--- config.mk ---
export PLATFORM = sky130hd
export DESIGN_NAME = flash_pwr_seq
export DESIGN_NICKNAME = d
export VERILOG_FILES = /design/src/rtl/fpm_pkg.sv /design/src/rtl/fpm_wake_timer.sv /design/src/rtl/fpm_seq_fsm.sv /design/src/rtl/fpm_access_gate.sv /design/src/rtl/flash_pwr_seq.sv
export SDC_FILE = /design/constraint.sdc
export NUM_CORES = 1
export LEC_CHECK = 0
export ABC_AREA = 1
export ABC_CLOCK_PERIOD_IN_PS = 1900
export BUFFER_PORTS_ARGS = -buffer_cell sky130_fd_sc_hd__buf_2
export CAP_MARGIN = 25
export CORE_MARGIN = 1
export CORE_UTILIZATION = 50
export DETAILED_ROUTE_END_ITERATION = 6
export GPL_ROUTABILITY_DRIVEN = 0
export PLACE_DENSITY = 0.77
export SYNTH_ARGS = -nofsm -noshare
export SYNTH_HDL_FRONTEND = slang
export SYNTH_HIERARCHICAL = 1
export SYNTH_SLANG_ARGS = --single-unit
--- constraint.sdc ---
create_clock -name clk -period 1.9 [get_ports clk]
set_input_delay 0.38 -clock clk [delete_from_list [all_inputs] [get_ports clk]]
set_output_delay 0.38 -clock clk [all_outputs]
set_load 0.1 [all_outputs]
--- src/rtl/fpm_pkg.sv ---
package fpm_pkg;
  typedef enum logic [2:0] {
    ST_RUN   = 3'd0,
    ST_DEFER = 3'd1,
    ST_PD    = 3'd2,
    ST_LP    = 3'd3,
    ST_WAKE  = 3'd4
  } fpm_state_e;
endpackage

--- src/rtl/fpm_wake_timer.sv ---
module fpm_wake_timer #(
  parameter int LP_WAKE = 16,
  parameter int PD_WAKE = 64
) (
  input  logic clk,
  input  logic rst_n,
  input  logic load_i,
  input  logic sel_pd_i,
  output logic done_o
);
  localparam int MAXW = (PD_WAKE > LP_WAKE) ? PD_WAKE : LP_WAKE;
  localparam int CW   = $clog2(MAXW + 1);
  localparam logic [CW-1:0] PD_LD = CW'(PD_WAKE - 1);
  localparam logic [CW-1:0] LP_LD = CW'(LP_WAKE - 1);

  logic [CW-1:0] cnt_q, cnt_d;
  logic          cnt_en;

  always_comb begin
    cnt_en = 1'b0;
    cnt_d  = cnt_q;
    if (load_i) begin
      cnt_en = 1'b1;
      cnt_d  = sel_pd_i ? PD_LD : LP_LD;
    end else if (cnt_q != '0) begin
      cnt_en = 1'b1;
      cnt_d  = cnt_q - 1'b1;
    end
  end

  always_ff @(posedge clk or negedge rst_n) begin
    if (!rst_n)      cnt_q <= '0;
    else if (cnt_en) cnt_q <= cnt_d;
  end

  assign done_o = (cnt_q == '0);

  // an idle counter stays idle until reloaded
  p_idle_r9: assert property (@(posedge clk) disable iff (!rst_n)
    (done_o && !load_i) |=> done_o);
endmodule

--- src/rtl/fpm_seq_fsm.sv ---
module fpm_seq_fsm
  import fpm_pkg::*;
(
  input  logic       clk,
  input  logic       rst_n,
  input  logic       pd_req_i,
  input  logic       lp_req_i,
  input  logic       pgm_busy_i,
  input  logic       ers_busy_i,
  input  logic       hv_en_i,
  input  logic       sus_clr_i,
  input  logic       wake_done_i,
  output fpm_state_e state_o,
  output logic       wake_load_o,
  output logic       wake_sel_pd_o,
  output logic       ready_o,
  output logic       esus_o,
  output logic       err_o
);
  fpm_state_e state_q, state_d;
  logic tgt_pd_q, tgt_pd_d;
  logic esus_q, esus_d;
  logic err_q, err_d;
  logic enter;
  logic tgt_req;

  assign ready_o = (state_q == ST_RUN) || (state_q == ST_DEFER);
  assign tgt_req = tgt_pd_q ? pd_req_i : lp_req_i;

  always_comb begin
    state_d       = state_q;
    tgt_pd_d      = tgt_pd_q;
    enter         = 1'b0;
    wake_load_o   = 1'b0;
    wake_sel_pd_o = 1'b0;
    case (state_q)
      ST_RUN: begin
        if (pd_req_i || lp_req_i) begin
          tgt_pd_d = pd_req_i;
          if (pgm_busy_i) begin
            state_d = ST_DEFER;
          end else begin
            state_d = pd_req_i ? ST_PD : ST_LP;
            enter   = 1'b1;
          end
        end
      end
      ST_DEFER: begin
        if (!tgt_req) begin
          state_d = ST_RUN;
        end else if (!pgm_busy_i) begin
          state_d = tgt_pd_q ? ST_PD : ST_LP;
          enter   = 1'b1;
        end
      end
      ST_PD: begin
        if (!pd_req_i) begin
          state_d       = ST_WAKE;
          wake_load_o   = 1'b1;
          wake_sel_pd_o = 1'b1;
        end
      end
      ST_LP: begin
        if (!lp_req_i) begin
          state_d     = ST_WAKE;
          wake_load_o = 1'b1;
        end
      end
      ST_WAKE: begin
        if (wake_done_i) state_d = ST_RUN;
      end
      default: state_d = ST_RUN;
    endcase
  end

  always_comb begin
    esus_d = esus_q;
    if (enter && ers_busy_i)                   esus_d = 1'b1;
    else if (sus_clr_i && ready_o && hv_en_i)  esus_d = 1'b0;
  end

  always_comb begin
    err_d = err_q
          | ((state_q == ST_PD) & lp_req_i)
          | ((state_q == ST_LP) & pd_req_i);
  end

  always_ff @(posedge clk or negedge rst_n) begin
    if (!rst_n) begin
      state_q  <= ST_RUN;
      tgt_pd_q <= 1'b0;
      esus_q   <= 1'b0;
      err_q    <= 1'b0;
    end else begin
      state_q  <= state_d;
      tgt_pd_q <= tgt_pd_d;
      esus_q   <= esus_d;
      err_q    <= err_d;
    end
  end

  assign state_o = state_q;
  assign esus_o  = esus_q;
  assign err_o   = err_q;

  // without the enable bit the suspend flag cannot be cleared
  p_esus_hold_r6: assert property (@(posedge clk) disable iff (!rst_n)
    (esus_q && !hv_en_i) |=> esus_q);
  // ready only comes back at the end of a wake-up delay
  p_ready_src_r9: assert property (@(posedge clk) disable iff (!rst_n)
    $rose(ready_o) |-> ($past(state_q) == ST_WAKE));
  // the error flag is sticky
  p_err_sticky_r8: assert property (@(posedge clk) disable iff (!rst_n)
    err_q |=> err_q);
endmodule

--- src/rtl/fpm_access_gate.sv ---
module fpm_access_gate #(
  parameter int ADDR_W  = 4,
  parameter int RSTR_LO = 8,
  parameter int RSTR_HI = 13
) (
  input  logic              ready_i,
  input  logic              reg_wr_i,
  input  logic              reg_rd_i,
  input  logic [ADDR_W-1:0] reg_addr_i,
  input  logic              arr_req_i,
  output logic              reg_wr_ok_o,
  output logic              reg_rd_ok_o,
  output logic              arr_wait_o
);
  localparam int NADDR = 1 << ADDR_W;

  logic [NADDR-1:0] rstr_map;

  for (genvar a = 0; a < NADDR; a++) begin : g_map
    assign rstr_map[a] = (a >= RSTR_LO) && (a <= RSTR_HI);
  end

  always_comb begin
    reg_wr_ok_o = reg_wr_i && ready_i;
    reg_rd_ok_o = reg_rd_i && (ready_i || !rstr_map[reg_addr_i]);
    arr_wait_o  = arr_req_i && !ready_i;
  end
endmodule

--- src/rtl/flash_pwr_seq.sv ---
module flash_pwr_seq
  import fpm_pkg::*;
#(
  parameter int ADDR_W  = 4,
  parameter int RSTR_LO = 8,
  parameter int RSTR_HI = 13,
  parameter int LP_WAKE = 16,
  parameter int PD_WAKE = 64
) (
  input  logic              clk,
  input  logic              rst_n,
  input  logic              pd_req,
  input  logic              lp_req,
  input  logic              pgm_busy,
  input  logic              ers_busy,
  input  logic              hv_en,
  input  logic              sus_clr,
  input  logic              reg_wr,
  input  logic              reg_rd,
  input  logic [ADDR_W-1:0] reg_addr,
  input  logic              arr_req,
  output logic              pd_active,
  output logic              lp_active,
  output logic              ready,
  output logic              esus,
  output logic              erase_go,
  output logic              mode_err,
  output logic              reg_wr_ok,
  output logic              reg_rd_ok,
  output logic              arr_wait
);
  fpm_state_e state;
  logic wake_load, wake_sel_pd, wake_done;

  fpm_seq_fsm u_fsm (
    .clk           (clk),
    .rst_n         (rst_n),
    .pd_req_i      (pd_req),
    .lp_req_i      (lp_req),
    .pgm_busy_i    (pgm_busy),
    .ers_busy_i    (ers_busy),
    .hv_en_i       (hv_en),
    .sus_clr_i     (sus_clr),
    .wake_done_i   (wake_done),
    .state_o       (state),
    .wake_load_o   (wake_load),
    .wake_sel_pd_o (wake_sel_pd),
    .ready_o       (ready),
    .esus_o        (esus),
    .err_o         (mode_err)
  );

  fpm_wake_timer #(.LP_WAKE(LP_WAKE), .PD_WAKE(PD_WAKE)) u_timer (
    .clk      (clk),
    .rst_n    (rst_n),
    .load_i   (wake_load),
    .sel_pd_i (wake_sel_pd),
    .done_o   (wake_done)
  );

  fpm_access_gate #(.ADDR_W(ADDR_W), .RSTR_LO(RSTR_LO), .RSTR_HI(RSTR_HI)) u_gate (
    .ready_i     (ready),
    .reg_wr_i    (reg_wr),
    .reg_rd_i    (reg_rd),
    .reg_addr_i  (reg_addr),
    .arr_req_i   (arr_req),
    .reg_wr_ok_o (reg_wr_ok),
    .reg_rd_ok_o (reg_rd_ok),
    .arr_wait_o  (arr_wait)
  );

  assign pd_active = (state == ST_PD);
  assign lp_active = (state == ST_LP);
  assign erase_go  = hv_en && !esus && ready;

  // no write is granted inside a reduced-power mode
  p_wr_lock_r10: assert property (@(posedge clk) disable iff (!rst_n)
    (pd_active || lp_active) |-> !reg_wr_ok);
  // restricted reads are refused in power-down
  p_rd_lock_r11: assert property (@(posedge clk) disable iff (!rst_n)
    (pd_active && reg_rd && (int'(reg_addr) >= RSTR_LO) && (int'(reg_addr) <= RSTR_HI))
      |-> !reg_rd_ok);
  // a running program keeps the module out of both modes
  p_defer_r4: assert property (@(posedge clk) disable iff (!rst_n)
    (pgm_busy && ready) |=> !(pd_active || lp_active));
  // an erase in flight at entry is flagged as suspended
  p_esus_set_r5: assert property (@(posedge clk) disable iff (!rst_n)
    ($rose(pd_active || lp_active) && $past(ers_busy)) |-> esus);
  // a forbidden low-power request never switches modes
  p_forbid_r8: assert property (@(posedge clk) disable iff (!rst_n)
    (pd_active && lp_req) |=> (mode_err && !lp_active));
  // array accesses are stalled whenever not ready
  p_wait_r12: assert property (@(posedge clk) disable iff (!rst_n)
    (arr_req && (pd_active || lp_active)) |-> arr_wait);
endmodule

==> Word level (Yosys, flattened, before mapping) <==
Memories as Yosys holds them, arrays and structs flattened.
Cells that the tools add are included.
{ "classes": {"eq_ne": 9, "muxes": 27, "bitwise": 4, "n_addsub": 1, "reduce_logical": 22, "order_cmp": 1} }
{ "ops": {"columns": ["cell", "n"], "rows": [
  ["two-way mux 3 bit", 7],
  ["one-hot mux 3 bit (5 select lines)", 1],
  ["two-way mux 1 bit", 14],
  ["two-way mux 7 bit", 2],
  ["logical AND 1 bit", 8],
  ["zero test 7 bit", 1],
  ["nonzero test 7 bit", 1],
  ["subtractor 7 x 1 -> 7 bit (second input constant)", 1],
  ["== test 3 x 2 -> 1 bit (second input constant)", 2],
  ["two-way mux 6 bit", 1],
  ["!= test 2 bit (second input constant)", 3],
  ["less-than comparator 4 x 5 -> 1 bit (second input constant)", 1],
  ["AND reduction 5 bit", 1],
  ["one-hot mux 1 bit (2 select lines)", 2],
  ["AND reduction 2 bit", 2],
  ["nonzero test 2 bit", 2],
  ["== test 3 x 1 -> 1 bit (second input constant)", 1],
  ["== test 3 bit (second input constant)", 1],
  ["zero test 1 bit", 3],
  ["zero test 3 bit", 1],
  ["logical OR 1 bit", 3],
  ["!= test 3 bit (second input constant)", 1],
  ["bitwise AND 1 bit", 2],
  ["!= test 2 x 1 -> 1 bit (second input constant)", 1],
  ["OR 1 bit", 2]
]} }
{ "word_totals": {"inputBits": 15, "elab_cells": 70, "rom_bits": 16, "mem_count": 1, "reg_bits": 13, "out_inout_bits": 9} }
{ "mem_list": {"columns": ["memory", "depth", "word_bits", "read_ports", "rd_ports_with_merged_regs", "write_ports", "line", "source"], "rows": [
  ["(name not given)", 16, 1, 1, 0, 0, "fpm_access_gate.sv:25", "reg_rd_ok_o = reg_rd_i && (ready_i || !rstr_map[reg_addr_i]);"]
]} }

==> Logic depth before layout (Yosys ltp) <==
{ "logic_depth": {"ltp_word": 6, "mapped_depth": 11, "mapped_depth_nobuf": 11} }

==> Hierarchy <==
Netlist, hierarchy kept.
{ "by_module_without_submodules": {"columns": ["module", "area_each_um2", "seq_area_each_um2", "cells_each", "n_inst"], "rows": [
  ["fpm_wake_timer", 421.7, 175.2, 50, 1],
  ["fpm_seq_fsm", 406.6, 150.1, 59, 1],
  ["fpm_access_gate", 35.0, 0.0, 9, 1],
  ["flash_pwr_seq", 26.3, 0.0, 7, 1]
]} }

==> Worst setup path after synthesis <==
Ideal clock, no wire load.
{ "synth_path": {"path_kind": "reg2out", "startpoint": "register u_fsm.state_q[2], in the netlist u_fsm/state_o[2]", "endpoint": "output reg_rd_ok", "stages_incl_launch_ff": 4, "path_buffers": 0, "setup_slack_ps": -2008, "required_ps": 1520, "arrival_ps": 3528, "path_cell_list": "dfrtp_1 nor2_1 nor2_1 a21oi_1"} }
{ "synth_between": {"elab_chain_cells": 4, "elab_cells_between_ends": 5, "cone_classes": "eq/ne (1); reduce/logical (4)"} }
{ "synth_lines": {"columns": ["element", "line", "source"], "rows": [
  ["from (decl)", "fpm_seq_fsm.sv:20", "fpm_state_e state_q, state_d;"],
  ["from (signal assigned)", "fpm_seq_fsm.sv:95", "state_q <= state_d;"],
  ["== test 3 x 1 -> 1 bit or zero test 3 bit (tied branches)", "fpm_seq_fsm.sv:27", "assign ready_o = (state_q == ST_RUN) || (state_q == ST_DEFER);"],
  ["logical OR 1 bit *", "fpm_seq_fsm.sv:27", null],
  ["via ready", "flash_pwr_seq.sv:24", "output logic ready,"],
  ["logical OR 1 bit *", "fpm_access_gate.sv:25", null],
  ["logical AND 1 bit *", "fpm_access_gate.sv:25", null],
  ["to (decl)", "flash_pwr_seq.sv:29", "output logic reg_rd_ok,"]
]} }
Mark *: on every way through the listed nets, which the timed path passes. The rest lies on a longest branch.

==> Worst setup path in the final report <==
{ "layout_path": {"startpoint": "register u_fsm.state_q[1], in the netlist u_fsm/state_o[1]", "endpoint": "output ready"} }
{ "layout_between": {"elab_chain_cells": 2, "elab_cells_between_ends": 3, "cone_classes": "eq/ne (1); reduce/logical (2)"} }
{ "layout_lines": {"columns": ["element", "line"], "rows": [
  ["== test 3 x 1 -> 1 bit or zero test 3 bit (tied branches)", "fpm_seq_fsm.sv:27"],
  ["logical OR 1 bit *", "fpm_seq_fsm.sv:27"],
  ["to (decl)", "flash_pwr_seq.sv:24"]
]} }
Every way passes the cells marked *; elsewhere a longest branch is shown, timed or not.

==> summary.md <==
| Metric | Value |
|---|---|
| N_diodes | `0` |
| Share of Yosys cell area claimed by the top area cell type | `0.366` |
| Worst setup margin | `0.0758 ns` |
| Max-cap violations | `0` |
| Hold buffer count at cts | `1` |
| # rows | `14` |
| Design Area, Final | `1140 sq um` |
| CTS clk-pin slew, worst paths | `0.08 ns` |
| Critical path buffers and inverters | `1` |
| Achievable frequency | `548 MHz` |
| Post-place instance area | `1110 sq um` |
| Min Clock Period, post-route | `1.82 ns` |
| Final wirelength | `1.94 mm` |
| Tightest Hold Check Type | `in -> reg` |
| Lkg Pwr | `0.000576 uW` |
| Status | `finished clean` |
| Largest family of logic cells by synthesized area | `simple AND/OR/NAND/NOR gates` |
| Setup slack at placement | `0.271 ns` |
| Synth Cell Area | `890 sq um` |
| Combinational power share | `0.649` |
| Crit path kind | `reg -> out` |
| Share of post-route cells with drive strength above 1 | `0.355` |
| Syn nets | `142` |
| Clock Path Buffers | `2` |
| Crit-path cells | `nor2_4 -> buf_2` |
| Actual slew at the worst max-slew pin | `0.487 ns` |
| Num CTS Buffers | `3` |
| Synth-to-Final Area Change | `28.7%` |
| Global-route wire length before repair | `3.40 mm` |
| Setup crit end kind | `output pin` |
| I/O Buffers | `22` |
| CTS tree | `done` |
| Final Hold Viols | `0` |
| Simple-Gate Fraction of Synth Area | `0.411` |
| Resized cells post-CTS | `0` |
| DP HPWL | `1.52 mm` |
| Num Clock Sinks | `13` |
| Crit-path slowest cell | `dfrtp_2` |
| Starting density of the core | `0.564` |
| Die area | `1950 sq um` |
| Pin count of the biggest net entering global routing | `14` |
| Slew Viols, Final | `0` |
| Pwr dens | `1830 nW/um^2` |
| Net Sw Frac | `0.586` |
| Net Sw Power | `1230 uW` |
| Post-CTS setup repair buffer count | `0` |
| Via density | `5.29` |
| # IOs | `24` |
| # DRC | `0` |
| Mux cell area share after synthesis | `0` |
| Core Box Area | `1580 sq um` |
| Die Ht | `44.2 um` |
| Top cells by area, synth | `dfrtp_1 (37%), nand2_1 (14%), nor2_1 (6.3%)` |
| Clock skew | `0.000868 ns` |
| Die Width | `44.2 um` |
| Arr. time, crit path | `1.44 ns` |
| Flip-flop and latch count after synthesis | `13` |
| Syn Inst Count | `125` |
| Count of cell types in the netlist | `23` |
| Period utilisation layout | `0.960` |
| Initial antenna violation count | `0` |
| NumNets Final | `170` |
| RSZ-0062 raised after global routing | `false` |
| VDD IR max | `1.36 mV` |
| Crit Path Max Fanout | `7` |
| XOR/XNOR Fraction of Synth Area | `0.0295` |
| Design Power | `2100 uW` |
| Synth Area in Compound Gates | `0.0900` |
| Flop pwr share | `0.270` |
| DRT iter0 DRCs | `28` |
| Clock Power Share | `0.080` |
| Total track usage | `0.239` |
| Internal power | `869 uW` |
| CTS root buf | `clkbuf_4` |
| Rel. slew slack | `0.677` |
| H-Tree Depth | `1` |
| Number of nets with antenna violations after routing | `0` |
| Vias | `889` |
| Setup Viol. Count Final | `0` |
| Worst path max stage delay | `0.47 ns` |
| Setup tns final | `0 ns` |
| Leading area contributor after synthesis | `dfrtp_1` |
| Seq/Total Area, Yosys | `0.366` |
| Req. time, crit path | `1.52 ns` |
| Crit start category | `flop` |
| Worst hold slack | `0.411 ns` |
| Adder-cell share of the synthesized area | `0.0281` |
| Yosys warning total | `6` |
| Clock Latency Late Sink | `0.27 ns` |
| Drt pass-1 iters | `4` |
| Mapped Avg Cell Area | `7.12 sq um` |
| Avg WL per Cell | `11.5 um` |
| Aggregate global routing overflow | `0` |
| Vias in the first global route | `840` |
| Top delay family on crit path | `flip-flops` |
## logic make-up after synthesis
kind of cell / Yosys count
flops: 13
fa+ha+maj: 2
buf+inv: 18
xor+xnor: 3
compound gates: 14
simple gates: 75
## power groups by stage
| stage | Combinational [uW] | Clock (uW) | Sequential (uW) |
|---|---|---|---|
| 2_1_floorplan | 1000 | 0 | 646 |
| 3_5_place_dp | 1360 | 0 | 572 |
| 4_1_cts | 1360 | 179 | 567 |
| 3_3_place_gp | 1330 | 0 | 565 |
| 5_1_grt | 1490 | 195 | 587 |
| 6_report | 1360 | 169 | 567 |
## layer usage
layer  wire length [um]  GRT usage
met5                  0          0
met4                  9     0.0909
met3                 62     0.0490
met2               1040      0.447
met1                830      0.260
## synthesized netlist by cell type
library cell / instances
nand3_2: 1
nand3_1: 11
nor2_1: 15
a31oi_1: 1
xor2_1: 2
nand4_1: 4
inv_1: 13
o21ai_2: 2
nand2_1: 32
nor3_4: 1
o21ai_1: 3
a21oi_1: 3
nor2_2: 2
o22ai_1: 1
ha_1: 2
inv_2: 5
nand2_2: 4
xnor2_1: 1
nor3_1: 1
dfrtp_1: 13
nor2_4: 3
and2_1: 1
o21ai_0: 4
## stage by stage
step                      utilization  std cells
after floorplan                     -        125
after global placement          0.702        163
after detailed placement        0.702        163
after CTS                       0.726        168
after global routing            0.726        168
final                           0.726        168
## worst min-delay path, delay by kind of cell
family / cells / cell delay [ns]
AND/OR/NAND/NOR: 2 / 0.12
buffers and inverters: 2 / 0.16
## worst paths after layout
check                                      start          endpoint  slack (ns)  cells after the start
worst min-delay path                    pgm_busy  u_fsm/state_o[1]        0.41                      4
worst max register to register  u_timer/cnt_q[0]  u_fsm/state_o[1]        0.24                     11
max in group asynchronous                  rst_n  u_fsm/state_o[1]        1.13                      2
worst max-delay path            u_fsm/state_o[1]             ready        0.08                      2
min in group asynchronous                  rst_n  u_timer/cnt_q[3]        0.52                      2
worst min register to register  u_timer/cnt_q[0]  u_timer/cnt_q[0]        0.48                      1
## sequential cells by signal, indices dropped and copies added (netlist names)
| name | cells |
|---|---|
| u_fsm/esus_o | 1 |
| u_fsm/state_o | 3 |
| u_fsm/err_o | 1 |
| u_timer/cnt_q | 7 |
| u_fsm/tgt_pd_q | 1 |
## cell usage in the layout (no fill, tap or decap)
master and count:
nand2_1 31, buf_2 19, inv_1 12, nand3_1 11, dfrtp_1 11, nor2_1 10, nor2_2 5, nor2_4 5
inv_2 5, nand2_2 5, o21ai_0 4, nand4_1 4, clkbuf_4 3, buf_12 3, o21ai_1 3, o21ai_2 2
dfrtp_2 2, xor2_1 2, a21oi_1 2, ha_1 2, clkinv_2 1, dlygate4sd3_1 1, o22ai_1 1, a31oi_1 1
nor3_1 1, nand3_2 1, and2_1 1, a21oi_4 1, clkinvlp_4 1, nor3_4 1, xnor2_1 1
## final cells by class
| class | instances | area (sq um) |
|---|---|---|
| multi-input combinational | 94 | 533 |
| fill | 135 | 432 |
| sequential | 13 | 328 |
| timing repair buffer | 23 | 165 |
| inverter | 18 | 71.3 |
| clock buffer | 3 | 22.5 |
| tap | 16 | 20.0 |
| clock inverter | 1 | 5.00 |
Note: power is estimated with default switching activity, not from simulation.
